[src/rtl/clkdiv_pkg.sv]
`timescale 1ns/1ps
package clkdiv_pkg;
    localparam int unsigned MAX_RATIO = 32;
    localparam int unsigned PHASE_W   = 6;
    localparam int unsigned RATIO_W   = $clog2(MAX_RATIO + 1);
    localparam int unsigned CNT_W     = $clog2(MAX_RATIO);
    localparam int unsigned WAIT_W    = PHASE_W - 1;

    typedef struct packed {
        logic [RATIO_W-1:0] ratio;
        logic               shift;
        logic               inv;
    } div_cfg_t;

    typedef struct packed {
        logic hi;
        logic mark;
        logic tail;
    } edge_flags_t;

    typedef enum logic [1:0] {ST_HOLD, ST_WAIT, ST_RUN} sync_state_e;
    typedef enum logic [1:0] {MODE_PASS, MODE_EVEN, MODE_ODD} shape_mode_e;

    function automatic logic [RATIO_W-1:0] fit_ratio(input logic [RATIO_W-1:0] r);
        if (r == '0) return RATIO_W'(1);
        if (r > RATIO_W'(MAX_RATIO)) return RATIO_W'(MAX_RATIO);
        return r;
    endfunction

    function automatic logic [CNT_W-1:0] high_cycles(input logic [RATIO_W-1:0] n);
        logic [RATIO_W:0] t;
        t = {1'b0, n} + 1'b1;
        return CNT_W'(t >> 1);
    endfunction

    function automatic shape_mode_e shape_mode(input logic [RATIO_W-1:0] n);
        if (n == RATIO_W'(1)) return MODE_PASS;
        if (n[0]) return MODE_ODD;
        return MODE_EVEN;
    endfunction
endpackage

[src/rtl/div_sync_ctrl.sv]
`timescale 1ns/1ps
module div_sync_ctrl
    import clkdiv_pkg::*;
(
    input  logic               clk,
    input  logic               rst,
    input  logic               sync_n,
    input  logic [RATIO_W-1:0] ratio_in,
    input  logic [PHASE_W-1:0] phase_in,
    input  logic               invert_in,
    output div_cfg_t           cfg,
    output logic               held,
    output logic               run,
    output logic               start,
    output logic               sync_done
);
    sync_state_e       state_q;
    logic [WAIT_W-1:0] wcnt_q;
    logic              seen_q;
    logic              held_q;

    assign held  = rst | ~sync_n;
    assign run   = (state_q == ST_RUN);
    assign start = ~held & (state_q != ST_RUN) & (wcnt_q == '0);

    always_ff @(posedge clk) begin
        held_q <= held;
        if (held) begin
            state_q   <= ST_HOLD;
            wcnt_q    <= phase_in[PHASE_W-1:1];
            cfg       <= '{ratio: fit_ratio(ratio_in), shift: phase_in[0], inv: invert_in};
            seen_q    <= 1'b0;
            sync_done <= 1'b0;
        end else begin
            if (start) begin
                state_q <= ST_RUN;
            end else if (state_q != ST_RUN) begin
                state_q <= ST_WAIT;
                wcnt_q  <= wcnt_q - 1'b1;
            end
            sync_done <= run & ~seen_q;
            seen_q    <= seen_q | run;
        end
    end

    AST_DONE_PULSE: assert property (@(posedge clk) disable iff (rst) sync_done |=> !sync_done);
    AST_DONE_NEEDS_RUN: assert property (@(posedge clk) disable iff (rst) sync_done |-> run);
    AST_CFG_FROZEN: assert property (@(posedge clk) disable iff (rst) (!held && !held_q) |-> $stable(cfg));
endmodule

[src/rtl/div_phase_counter.sv]
`timescale 1ns/1ps
module div_phase_counter
    import clkdiv_pkg::*;
(
    input  logic        clk,
    input  logic        rst,
    input  logic        clear,
    input  logic        start,
    input  logic        run,
    input  div_cfg_t    cfg,
    output edge_flags_t flags
);
    logic [CNT_W-1:0] cnt_q;
    logic [CNT_W-1:0] last;
    logic [CNT_W-1:0] half;
    logic [CNT_W-1:0] nxt;

    assign last = CNT_W'(cfg.ratio - 1'b1);
    assign half = high_cycles(cfg.ratio);

    always_comb begin
        if (start || cnt_q == last) nxt = '0;
        else                        nxt = cnt_q + 1'b1;
    end

    always_ff @(posedge clk) begin
        if (clear) begin
            cnt_q <= '0;
            flags <= '0;
        end else if (start || run) begin
            cnt_q      <= nxt;
            flags.hi   <= (nxt < half);
            flags.mark <= (nxt == half - 1'b1);
            flags.tail <= (nxt == half);
        end else begin
            flags <= '0;
        end
    end

    AST_CNT_RANGE: assert property (@(posedge clk) disable iff (rst) run |-> ({1'b0, cnt_q} < cfg.ratio));
endmodule

[src/rtl/div_edge_shaper.sv]
`timescale 1ns/1ps
module div_edge_shaper
    import clkdiv_pkg::*;
(
    input  logic        clk,
    input  logic        rst,
    input  logic        run,
    input  div_cfg_t    cfg,
    input  edge_flags_t flags,
    output logic        clk_out
);
    logic        hi_n;
    logic        mark_n;
    logic        early;
    logic        late;
    logic        shaped;
    shape_mode_e mode;

    always_ff @(negedge clk) begin
        if (rst) begin
            hi_n   <= 1'b0;
            mark_n <= 1'b0;
        end else begin
            hi_n   <= flags.hi;
            mark_n <= flags.mark;
        end
    end

    assign mode = shape_mode(cfg.ratio);

    always_comb begin
        case (mode)
            MODE_PASS: begin
                early = clk;
                late  = ~clk;
            end
            MODE_ODD: begin
                early = flags.hi & ~mark_n;
                late  = hi_n & ~flags.tail;
            end
            default: begin
                early = flags.hi;
                late  = hi_n;
            end
        endcase
        shaped  = cfg.shift ? late : early;
        clk_out = cfg.inv ^ (run & shaped);
    end

    AST_ODD_TAIL: assert property (@(posedge clk) disable iff (rst) (run && mode == MODE_ODD && flags.tail) |-> !flags.hi);
endmodule

[src/rtl/clk_phase_div.sv]
`timescale 1ns/1ps
module clk_phase_div
    import clkdiv_pkg::*;
(
    input  logic               clk,
    input  logic               rst_n,
    input  logic               sync_n,
    input  logic [RATIO_W-1:0] ratio_in,
    input  logic [PHASE_W-1:0] phase_in,
    input  logic               invert_in,
    output logic               clk_out,
    output logic               sync_done
);
    logic        rst;
    logic        held;
    logic        run;
    logic        start;
    div_cfg_t    cfg;
    edge_flags_t flags;

    assign rst = ~rst_n;

    div_sync_ctrl u_ctrl (
        .clk(clk), .rst(rst), .sync_n(sync_n), .ratio_in(ratio_in), .phase_in(phase_in),
        .invert_in(invert_in), .cfg(cfg), .held(held), .run(run), .start(start),
        .sync_done(sync_done)
    );

    div_phase_counter u_cnt (
        .clk(clk), .rst(rst), .clear(held), .start(start), .run(run), .cfg(cfg), .flags(flags)
    );

    div_edge_shaper u_shape (
        .clk(clk), .rst(rst), .run(run), .cfg(cfg), .flags(flags), .clk_out(clk_out)
    );

    AST_HOLD_LEVEL: assert property (@(posedge clk) disable iff (rst) (!sync_n) |=> (clk_out == cfg.inv));
    AST_HOLD_NO_DONE: assert property (@(posedge clk) disable iff (rst) (!sync_n) |=> !sync_done);
endmodule

[config.mk]
export PLATFORM = sky130hd
export DESIGN_NAME = clk_phase_div
export DESIGN_NICKNAME = d
export VERILOG_FILES = /design/src/rtl/clkdiv_pkg.sv /design/src/rtl/div_sync_ctrl.sv /design/src/rtl/div_phase_counter.sv /design/src/rtl/div_edge_shaper.sv /design/src/rtl/clk_phase_div.sv
export SDC_FILE = /design/constraint.sdc
export NUM_CORES = 1
export LEC_CHECK = 0
export CAP_MARGIN = 30
export CORE_MARGIN = 2
export CORE_UTILIZATION = 50
export DETAILED_ROUTE_END_ITERATION = 8
export GPL_ROUTABILITY_DRIVEN = 0
export GPL_TIMING_DRIVEN = 0
export HOLD_SLACK_MARGIN = 0.15
export PLACE_DENSITY = 0.75
export SYNTH_ARGS = -nofsm -noshare
export SYNTH_HDL_FRONTEND = slang
export SYNTH_HIERARCHICAL = 1
export SYNTH_SLANG_ARGS = --single-unit
[constraint.sdc]
create_clock -name clk -period 2.45 [get_ports clk]
set_input_delay 0.49 -clock clk [delete_from_list [all_inputs] [get_ports clk]]
set_output_delay 0.49 -clock clk [all_outputs]
set_load 0.005 [all_outputs]
==> impl_metrics.yaml, run 1 <==
global_routing:
  grt_pass1_wl_mm: 6.18
  grt_max_degree: 19
  overflow: 0
  grt.total_usage_pct: 20.2
  grt_pass1_vias: 1380
  grt_antenna_before_repair: 0
synth:
  synth_ff_type: "dfxtp_1"
  syn_avg_cell_area_sq_um: 9.96
  synthesis.nets: 196
  yosysTopAreaCellShare_pct: 23.1
  synthArstFlopShare_pct: 0
  synth_area_leaders: "edfxtp_1 (23%), dfxtp_1 (17%), ha_1 (7.4%)"
  synth_xor_area_share_pct: 13.9
  synth_compound_area_share_pct: 11.5
  ys_warn_count: 6
  synthAdderAreaFrac_pct: 7.39
  synth.area.mux_share_pct: 0.665
  netlist_instances: 170
  yosysTopAreaCell: "edfxtp_1"
  yosysSeqAreaShare_pct: 39.6
  synth-simple-area-share_pct: 22.0
  syn_area_sq_um: 1690
  synth_seq_cells: 27
  synth_edf_count: 13
  ys_types: 44
  synth_top_family_by_area: "simple AND/OR/NAND/NOR gates"
cells_and_area:
  synthToLayoutAreaGrowth_pct: 33.6
  final_cells: 258
  drive_above_1_share_pct: 29.2
  final_nets: 239
  mostFrequentLayoutCells: "clkdlybuf4s50_1 (16), buf_4 (16), dfxtp_1 (13), edfxtp_1 (13), nor2_1 (11)"
  fill_cells: 262
  n_antenna_cell: 0
worst_setup_path:
  crit_chain: "a211oi_2, o31a_1, xor2_1, buf_2"
  startpoint: "u_shape/mark_n"
  arrival_ps: 2700
  start_kind: "flop"
  reg2reg_from: "u_ctrl/cfg[2]"
  critPathMaxFanout: 1
  required_ps: 1960
  cp_num_buf_inv: 1
  slowest_delay_ps: 330
  crit_type: "reg2out"
  cp_slowest_cell: "dfxtp_2"
  endpoint_kind: "output pin"
  path_delay_family: "compound AO/OA/AOI/OAI gates"
timing:
  rsz0062_at_grt: "true"
  setup_ws_ps: -743
  fin_tns_setup_ps: -1030
  hold_viol_final: 0
  worstMarginPinSlew_ps: 634
  relSlewSlack_pct: 57.6
  finalMaxSlewViolations: 0
  fin_skew_ps: 80.4
  finalSetupViolations: 2
  holdWs_ps: 442
floorplanning:
  die_area_sq_um: 3870
  fp.dieH_microns: 62.2
  start_util_pct: 51.5
  dieWidth_microns: 62.2
  io_pins: 18
  rows: 21
  core_sq_um: 3280
run:
  maxCapViolCount: 0
detailed_routing:
  avgRoutedWirePerCell_microns: 15.7
  vias_per_cell: 5.45
  postRouteAntennaNets: 0
  drt_wl_total_mm: 4.05
  drc: 0
  firstDrtPassIters: 4
  dr_total_vias: 1407
  first_iter_violations: 59
pwr:
  vdd_drop_max_mv: 0.280
  p_total_mw: 1.16
  leakage_nw: 0.894
  power_per_cell_area_nw_per_um2: 513
placement:
  portBuffers: 17
  dp.cells: 233
  dp_hpwl_mm: 2.59
  dpl_worst_slack_ps: -619
min_path:
  hp-start: "u_ctrl/seen_q"
  hp-class: "reg2reg"
clock_tree:
  cts_tree: "done"
  clkTransAtPathRegs_ps: 160
  ctsHoldBuffers: 0
  clkLatencyLatePin_ps: 500
status:
  violations: "setup timing"
  outcome: "finished with violations"
## logic make-up after synthesis
kind of cell	count (synthesis)
compound gates	26
xor+xnor	23
fa+ha+maj	10
buf+inv	17
flops	27
mux	1
simple gates	66
## worst paths after layout
check	slack, ps	cells after the start	to
worst min register to register	440	1	u_ctrl/sync_done
worst min-delay path	440	1	u_ctrl/sync_done
worst max-delay path	-740	4	clk_out
worst max register to register	-280	11	u_cnt/flags[1]
## synth_stat cells, drive strengths merged (7+ instances only)
library cell,count
nand3,8
xor2,9
xnor2,13
nor3,11
nand2,7
nor2b,8
dfxtp,14
inv,9
o21ai,7
nor2,14
ha,10
edfxtp,13
## worst reg2reg max path: cells and delay by family (launching register included)
| kind | cells | cell delay [ps] |
|---|---|---|
| AOI/OAI and AO/OA | 3 | 820 |
| adders and majority gates | 2 | 370 |
| buffers and inverters | 2 | 150 |
| DFF | 1 | 410 |
| and+or+nand+nor | 4 | 850 |
## area by class of cell
| cell class | instances | area [sq um] | share of cell area (%) |
|---|---|---|---|
| multi-input cells | 126 | 1090 | 48.1 |
| flip-flops and latches | 27 | 672 | 29.7 |
| repair buffers | 33 | 295 | 13.1 |
| well taps | 46 | 57.6 | 2.54 |
| plain buffers | 8 | 52.6 | 2.32 |
| clock buffers | 7 | 50.0 | 2.21 |
| inverters | 8 | 32.5 | 1.44 |
| clock inverters | 3 | 15.0 | 0.664 |
## per-stage QoR
stage	utilization, %	cell area [sq um]
5_1_grt	68.9	2260
4_1_cts	65.5	2150
3_3_place_gp	58.6	1920
3_5_place_dp	58.6	1920
2_1_floorplan	-	1700
6_report	68.9	2260
## sequential cells by signal, indices dropped and copies added (netlist names)
| name | count |
|---|---|
| u_ctrl/wcnt_q | 5 |
| u_shape/mark_n | 1 |
| u_ctrl/cfg | 8 |
| u_shape/hi_n | 1 |
| u_cnt/cnt_q | 5 |
| u_ctrl/sync_done | 1 |
| u_cnt/flags | 3 |
| u_ctrl/seen_q | 1 |
| u_ctrl/state_q | 2 |
## report_power, final
part,internal (mW),switching [mW]
sequential,0.500,0.0204
clock,0.131,0.173
combinational,0.177,0.158
total,0.809,0.351
## repair_timing
item / CTS / global route
setup endpoints to repair: 4 / 4
pin swaps: 19 / 10
resized for setup: 25 / 14
buffers inserted: 11 / 7
## metal layers
metal	up-vias	track usage, %	share of wire (%)
met3	8	2.90	3.7
met1	665	23.8	40
met4	0	7.22	1.8
li1	690	-	-
met2	44	37.4	54
met5	-	0	0
Note: power is estimated with default switching activity, not from simulation.
==> run 2, diff against run 1 <==
--- a/config.mk
+++ b/config.mk
@@ -5,6 +5,7 @@
 export SDC_FILE = /design/constraint.sdc
 export NUM_CORES = 1
 export LEC_CHECK = 0
+export ABC_CLOCK_PERIOD_IN_PS = 2450
 export CAP_MARGIN = 30
 export CORE_MARGIN = 2
 export CORE_UTILIZATION = 50
==> results of run 2 <==
Final layout, timing and power as in run 1 (identical DEF).
